**src/rtl/tick_timer_pkg.sv**
```systemverilog
package tick_timer_pkg;
  localparam int unsigned MODE_W   = 3;
  localparam int unsigned EN_POS   = 0;
  localparam int unsigned IE_POS   = 1;
  localparam int unsigned SRC_POS  = 2;
  localparam int unsigned FLAG_POS = 16;

  typedef struct packed {
    logic src;
    logic ie;
    logic en;
  } tick_mode_t;
endpackage

```
**src/rtl/tick_cfg_reg.sv**
```systemverilog
module tick_cfg_reg
  import tick_timer_pkg::*;
#(
  parameter int unsigned CNT_W = 24
) (
  input  logic                 clk_i,
  input  logic                 rst_ni,
  input  logic                 mode_we_i,
  input  logic [MODE_W-1:0]    mode_wdata_i,
  input  logic                 reload_we_i,
  input  logic [CNT_W-1:0]     reload_wdata_i,
  output tick_mode_t           mode_o,
  output logic [CNT_W-1:0]     reload_o
);
  always_ff @(posedge clk_i or negedge rst_ni) begin
    if (!rst_ni) begin
      mode_o   <= '0;
      reload_o <= '0;
    end else begin
      if (mode_we_i)   mode_o   <= tick_mode_t'(mode_wdata_i);
      if (reload_we_i) reload_o <= reload_wdata_i;
    end
  end
endmodule

```
**src/rtl/tick_down_cnt.sv**
```systemverilog
module tick_down_cnt #(
  parameter int unsigned CNT_W = 24
) (
  input  logic             clk_i,
  input  logic             rst_ni,
  input  logic             run_i,
  input  logic             clr_i,
  input  logic [CNT_W-1:0] reload_i,
  output logic [CNT_W-1:0] cnt_o,
  output logic             wrap_o
);
  logic at_zero;
  assign at_zero = (cnt_o == '0);
  // a clear suppresses the wrap in the same cycle
  assign wrap_o  = run_i && at_zero && !clr_i;

  always_ff @(posedge clk_i or negedge rst_ni) begin
    if (!rst_ni)       cnt_o <= '0;
    else if (clr_i)    cnt_o <= '0;
    else if (run_i)    cnt_o <= at_zero ? reload_i : cnt_o - 1'b1;
  end
endmodule

```
**src/rtl/tick_event.sv**
```systemverilog
module tick_event (
  input  logic clk_i,
  input  logic rst_ni,
  input  logic wrap_i,
  input  logic ie_i,
  input  logic clr_i,
  output logic flag_o,
  output logic irq_o
);
  always_ff @(posedge clk_i or negedge rst_ni) begin
    if (!rst_ni) begin
      flag_o <= 1'b0;
      irq_o  <= 1'b0;
    end else begin
      irq_o <= wrap_i && ie_i;
      if (wrap_i)     flag_o <= 1'b1;  // set wins over read-clear
      else if (clr_i) flag_o <= 1'b0;
    end
  end
endmodule

```
**src/rtl/periodic_tick_timer.sv**
```systemverilog
module periodic_tick_timer
  import tick_timer_pkg::*;
#(
  parameter int unsigned CNT_W  = 24,
  parameter int unsigned DATA_W = 32
) (
  input  logic                clk_i,
  input  logic                rst_ni,
  input  logic                mode_we_i,
  input  logic [MODE_W-1:0]   mode_wdata_i,
  input  logic                mode_re_i,
  output logic [DATA_W-1:0]   mode_rdata_o,
  input  logic                reload_we_i,
  input  logic [CNT_W-1:0]    reload_wdata_i,
  input  logic                cur_we_i,
  output logic [CNT_W-1:0]    cur_o,
  output logic                irq_o
);
  tick_mode_t       mode_q;
  logic [CNT_W-1:0] reload_q;
  logic             run, wrap, flag_q;

  tick_cfg_reg #(.CNT_W(CNT_W)) i_cfg (
    .clk_i, .rst_ni, .mode_we_i, .mode_wdata_i, .reload_we_i, .reload_wdata_i,
    .mode_o(mode_q), .reload_o(reload_q)
  );

  // only the internal bus-clock source advances the counter
  assign run = mode_q.en && mode_q.src && (reload_q != '0);

  tick_down_cnt #(.CNT_W(CNT_W)) i_cnt (
    .clk_i, .rst_ni, .run_i(run), .clr_i(cur_we_i), .reload_i(reload_q),
    .cnt_o(cur_o), .wrap_o(wrap)
  );

  tick_event i_evt (
    .clk_i, .rst_ni, .wrap_i(wrap), .ie_i(mode_q.ie),
    .clr_i(cur_we_i || mode_re_i), .flag_o(flag_q), .irq_o
  );

  always_comb begin
    mode_rdata_o           = '0;
    mode_rdata_o[EN_POS]   = mode_q.en;
    mode_rdata_o[IE_POS]   = mode_q.ie;
    mode_rdata_o[SRC_POS]  = mode_q.src;
    mode_rdata_o[FLAG_POS] = flag_q;
  end
endmodule

```
**config.mk**
```make
export PLATFORM = sky130hd
export DESIGN_NAME = periodic_tick_timer
export DESIGN_NICKNAME = d
export VERILOG_FILES = /design/src/rtl/tick_timer_pkg.sv /design/src/rtl/tick_cfg_reg.sv /design/src/rtl/tick_down_cnt.sv /design/src/rtl/tick_event.sv /design/src/rtl/periodic_tick_timer.sv
export SDC_FILE = /design/constraint.sdc
export NUM_CORES = 1
export LEC_CHECK = 0
export ABC_AREA = 1
export BUFFER_PORTS_ARGS = -buffer_cell sky130_fd_sc_hd__buf_4
export CORE_ASPECT_RATIO = 2
export CORE_MARGIN = 10
export CORE_UTILIZATION = 55
export CTS_BUF_LIST = sky130_fd_sc_hd__clkbuf_2 sky130_fd_sc_hd__clkbuf_4 sky130_fd_sc_hd__clkbuf_8
export CTS_CLUSTER_DIAMETER = 30
export CTS_CLUSTER_SIZE = 20
export DETAILED_ROUTE_END_ITERATION = 6
export HOLD_SLACK_MARGIN = 0.06
export PLACE_DENSITY = 0.83
export SYNTH_ARGS = -nofsm -noshare
export SYNTH_HDL_FRONTEND = slang
export SYNTH_SLANG_ARGS = --single-unit
```
**constraint.sdc**
```tcl
create_clock -name clk_i -period 2.6 [get_ports clk_i]
set_input_delay 0.52 -clock clk_i [delete_from_list [all_inputs] [get_ports clk_i]]
set_output_delay 0.52 -clock clk_i [all_outputs]
set_load 0.05 [all_outputs]
```
* Yosys cells after proc, flatten, opt, wreduce, memory -nomap -nowiden
Cells that the tools add are included.
** Storage, ports and cells
- Word-level logic and storage cells :: 24
- Bits in writable memories :: 0
- Input bits :: 33
- Memory bits (read-only) :: 0
- Register bits :: 53
- Memories :: 0
- Output and inout bits :: 57
- Bits in latches :: 0
** Cells by class
- Multiply operators :: 0
- Bitwise operators :: 0
- Reductions and logical operators :: 11
- Shift-type cells :: 0
- $add $sub $neg :: 1
- Muxes and demuxes :: 5
- Eq/ne operators :: 0
- Div/mod/pow operators :: 0
- Magnitude comparators :: 0
** Operators with widths (count)
- 24-bit 2-to-1 mux :: 3
- 24-bit zero test :: 1
- 24-bit nonzero test :: 1
- 24-bit by 1-bit subtractor with 24-bit output, second input constant :: 1
- 1-bit logical AND :: 5
- 2-bit nonzero test :: 2
- 1-bit 2-to-1 mux :: 2
- 1-bit zero test :: 1
- 1-bit logical OR :: 1

* Logic depth before layout (Yosys ltp)
- Depth after elaboration :: 5
- Depth in mapped cells :: 11
- Depth with buffers taken out :: 11

* Hierarchy
From an unflattened synthesis, not the netlist that was laid out.
** Unflattened totals
- Cell total of the unflattened synthesis :: 495
- Area, all modules :: 3432.0 µm²
** By module, submodules not included
- tick_down_cnt :: sequential area each 600.6 µm², cells an instance 315, instances 1, area each 1943.1 µm²
- tick_cfg_reg :: sequential area each 675.6 µm², cells an instance 115, instances 1, area each 1087.3 µm²
- periodic_tick_timer :: sequential area each 0.0 µm², cells an instance 57, instances 1, area each 329.1 µm²
- tick_event :: sequential area each 50.0 µm², cells an instance 8, instances 1, area each 72.6 µm²

* Worst setup path after synthesis
Ideal clock, no wire load.
- Kind :: flip-flop to flip-flop
- Start point :: reg i_cnt.cnt_o[0]
- End point :: reg i_cnt.cnt_o[12]
- Arrival time :: 1.615 ns
- Clock period less this slack :: 1.733 ns
- Stages on the path, launching flop included :: 10
- Buffers on the path :: 0
- Setup time :: 0.118 ns
- Slack :: 0.867 ns
- Data required time :: 2.482 ns
- Cell sequence :: dfrtp_1 > inv_1 > ha_1 > nand2_2 > nor2_4 > nand2_1 > xor2_1 > nand2_1 > nand2_1 > nand2_1
** Between the ends
- Longest elaborated chain between the ends :: 4
- Elaborated cells between the ends (all ways) :: 5
- Those cells by class :: add/sub (1); mux (3); reduce/logical (1)
** RTL lines
- from (decl) :: line tick_down_cnt.sv:9 : output logic [CNT_W-1:0] cnt_o,
- from (signal assigned) :: line tick_down_cnt.sv:20 : else if (run_i) cnt_o <= at_zero ? reload_i : cnt_o - 1'b1;
- 24-bit by 1-bit subtractor with 24-bit output / 24-bit zero test (equally long branches) :: line tick_down_cnt.sv:20, tick_down_cnt.sv:13
- 24-bit 2-to-1 mux (*) (2 in a row) :: line tick_down_cnt.sv:20
- 24-bit 2-to-1 mux (*) :: line tick_down_cnt.sv:19 : else if (clr_i) cnt_o <= '0;
Every way passes the cells marked *; elsewhere a longest branch is shown, timed or not. The select of a mux whose other input is x is not followed.
A chain may end at the register's enable or synchronous reset.

* Worst setup path in the final report
- Start point :: reg i_cnt.cnt_o[14]
- End point :: reg i_cnt.cnt_o[16]
The elaborated chain is that of the path after synthesis.

==> metrics <==
routed wire length 8670 um; Hold WC Path Type primary input to asynchronous set/reset pin; die span in x 75.8 um; first-pass GRT wire length 14200 um; CP Data Arrival Time 2.11 ns; status finished clean; Num CTS Buffers 5; final setup vio count 0; GRT Residual Overflow 0; final HPWL from detailed placement 6730 um; gr usage total 0.181; relative slew slack 0.529; GPL Wtd Cong 0.975; number of nets with antenna violations after routing 0; Reg2Reg Depth 8; Crit Path Max Fanout 17; Die Ht 132 um; crit path capture type flip-flop; Final #Nets 543; final max-slew violation count 0; count of different cell masters after synthesis 26; DRC violations left 0; post-route setup TNS 0 ns; clock buffer depth 2; Starting DRT DRC Count 264; Setup crit start i_cnt.cnt_o[14]; Setup Skew 0.0153 ns; clock-pin transition on the worst setup and hold timing paths 0.10 ns; clock sink total 53; Yosys warning count 0; achievable frequency 0.527 GHz; Final Hold Vio Count 0; RSZ-0062 raised after global routing no; Startpoint Class flip-flop; Crit Path Class flip-flop to flip-flop; worst setup path endpoint i_cnt.cnt_o[16]; Synth Cell Area 3420 um^2; r2r setup slk 0.70 ns; via count 2945; post-cts hold buffer count 0; post-CTS setup buffers 0; largest net degree at the start of global routing 54; Final period util 0.729; Rows 40; # port buffers 61; core area 6010 um^2; DR WL/cell 15.2 um; crit-path max cell delay 0.45 ns; post-synthesis cell count 454; drt first pass iters 4; R2R Path Start i_cnt.cnt_o[14]; diode count 0; Worst-Skew Late Latency 0.32 ns; slowest stage cell, crit path dfrtp_1; Starting Density 0.569; Via density 5.15; layout cells sized above 1 0.232; CTS tree built; H-tree Lvls 2; sequential share of the synthesized area 0.388; MaxCap Viol Count 0; Worst Max-Slew Pin Slew 0.704 ns; Root Buffer clkbuf_8; Final Instance Area 3870 um^2; worst path cell trace nor2_1, nand2_1, nor2_4, nand3_4, inv_2, nand2_1, nand3_1, nand2_1; PostCTS Resize Cnt 0; minimum clock period 1.90 ns; FF+latch count, synth 53; syn avg cell area 7.53 um^2; CP Data Required Time 2.81 ns; area added between synthesis and finish 13.2%; vias in the first global route 3022; IO Pins 90; Placed Area 3750 um^2; initial antenna violation count 0; Die Footprint 9960 um^2; Crit path top cell by count nand2_1; R2R Path End i_cnt.cnt_o[16]
-- how the worst min path moves through the flow --
stage	end	slack, ns	depth (start not counted)
floorplan	i_cfg.mode_o[0]	0.22	0
global placement	i_evt.flag_o	0.47	2
detailed placement	i_evt.flag_o	0.50	2
CTS	i_cfg.reload_o[6]	0.25	1
global route	i_cfg.reload_o[6]	0.27	1
finish	i_cfg.reload_o[6]	0.22	1
-- cells by family after synthesis --
family	after synthesis	share of synthesized area
AO/OA/AOI/OAI	18	0.0307
XOR/XNOR	7	0.0179
adder cells (fa/ha/maj)	2	0.00732
buffers and inverters	77	0.129
flip-flops	53	0.388
multiplexers	14	0.0461
other	1	0.00110
AND/OR/NAND/NOR	282	0.380
-- cell usage in the layout (no fill, tap or decap), types with 2 or more instances in the layout --
master,n
mux2_2,14
xor2_1,6
nand2_2,4
nand3_1,31
inv_2,3
dfrtp_1,53
nand2_1,153
nand4_1,11
o21ai_1,3
nand3_4,3
ha_1,2
nor2_4,7
conb_1,28
o21ai_0,13
nor2_1,55
nand3_2,6
buf_4,61
nor2_2,10
nand3b_1,2
inv_1,33
clkbuf_8,6
-- metrics by stage --
stage	hold slack [ns]	std cells	utilization	setup slack [ns]
floorplan	0.224	481	-	0.867
global placement	0.472	564	0.625	0.767
detailed placement	0.502	564	0.625	0.731
CTS	0.251	572	0.645	0.711
global route	0.268	572	0.645	0.528
finish	0.225	572	0.645	0.703
-- registers in the layout, summed over array words and instances, names as in the netlist --
name	count
i_cfg.reload_o	24
i_evt.irq_o	1
i_cfg.mode_o	3
i_cnt.cnt_o	24
i_evt.flag_o	1
-- worst max-delay path, delay by kind of cell, from the launching register on --
kind | cells | cell delay (ns)
simple gates | 7 | 1.11
flops | 1 | 0.45
buf+inv | 1 | 0.23
-- cells in the mapped netlist --
| master | number | area, um^2 |
|---|---|---|
| nand4_1 | 11 | 68.8 |
| o21ai_0 | 13 | 65.1 |
| buf_2 | 2 | 10.0 |
| o21ai_2 | 1 | 8.76 |
| nor2_2 | 10 | 62.6 |
| nand2_2 | 4 | 25.0 |
| o21ai_1 | 3 | 15.0 |
| inv_2 | 3 | 11.3 |
| nor2_1 | 55 | 206 |
| buf_6 | 4 | 45.0 |
| nand3_2 | 6 | 60.1 |
| nor2_4 | 7 | 78.8 |
| buf_4 | 32 | 240 |
| a21oi_4 | 1 | 16.3 |
| xor2_1 | 6 | 52.6 |
| clkbuf_1 | 3 | 11.3 |
| mux2_2 | 14 | 158 |
| nand3_4 | 3 | 52.6 |
| nand3_1 | 31 | 155 |
| nand3b_1 | 2 | 15.0 |
| inv_1 | 33 | 124 |
| xnor2_1 | 1 | 8.76 |
| conb_1 | 1 | 3.75 |
| dfrtp_1 | 53 | 1330 |
| nand2_1 | 153 | 574 |
| ha_1 | 2 | 25.0 |
-- per-layer routing --
metal / track usage / part of all wire
met3: 0.0430 / 0.079
met1: 0.199 / 0.38
met5: 0 / 0
met4: 0.107 / 0.038
met2: 0.298 / 0.51
-- cell type report --
cell class	instances	area (um^2)
fillers	538	2130
multi-input cells	351	1750
flip-flops and latches	53	1330
repair buffers	61	458
inverters	36	135
clock buffers	7	90.1
well taps	63	78.8
clock inverters	1	30.0
Power is not shown: default switching activity piles up to over one toggle a cycle in this logic, so the estimate is an artifact.
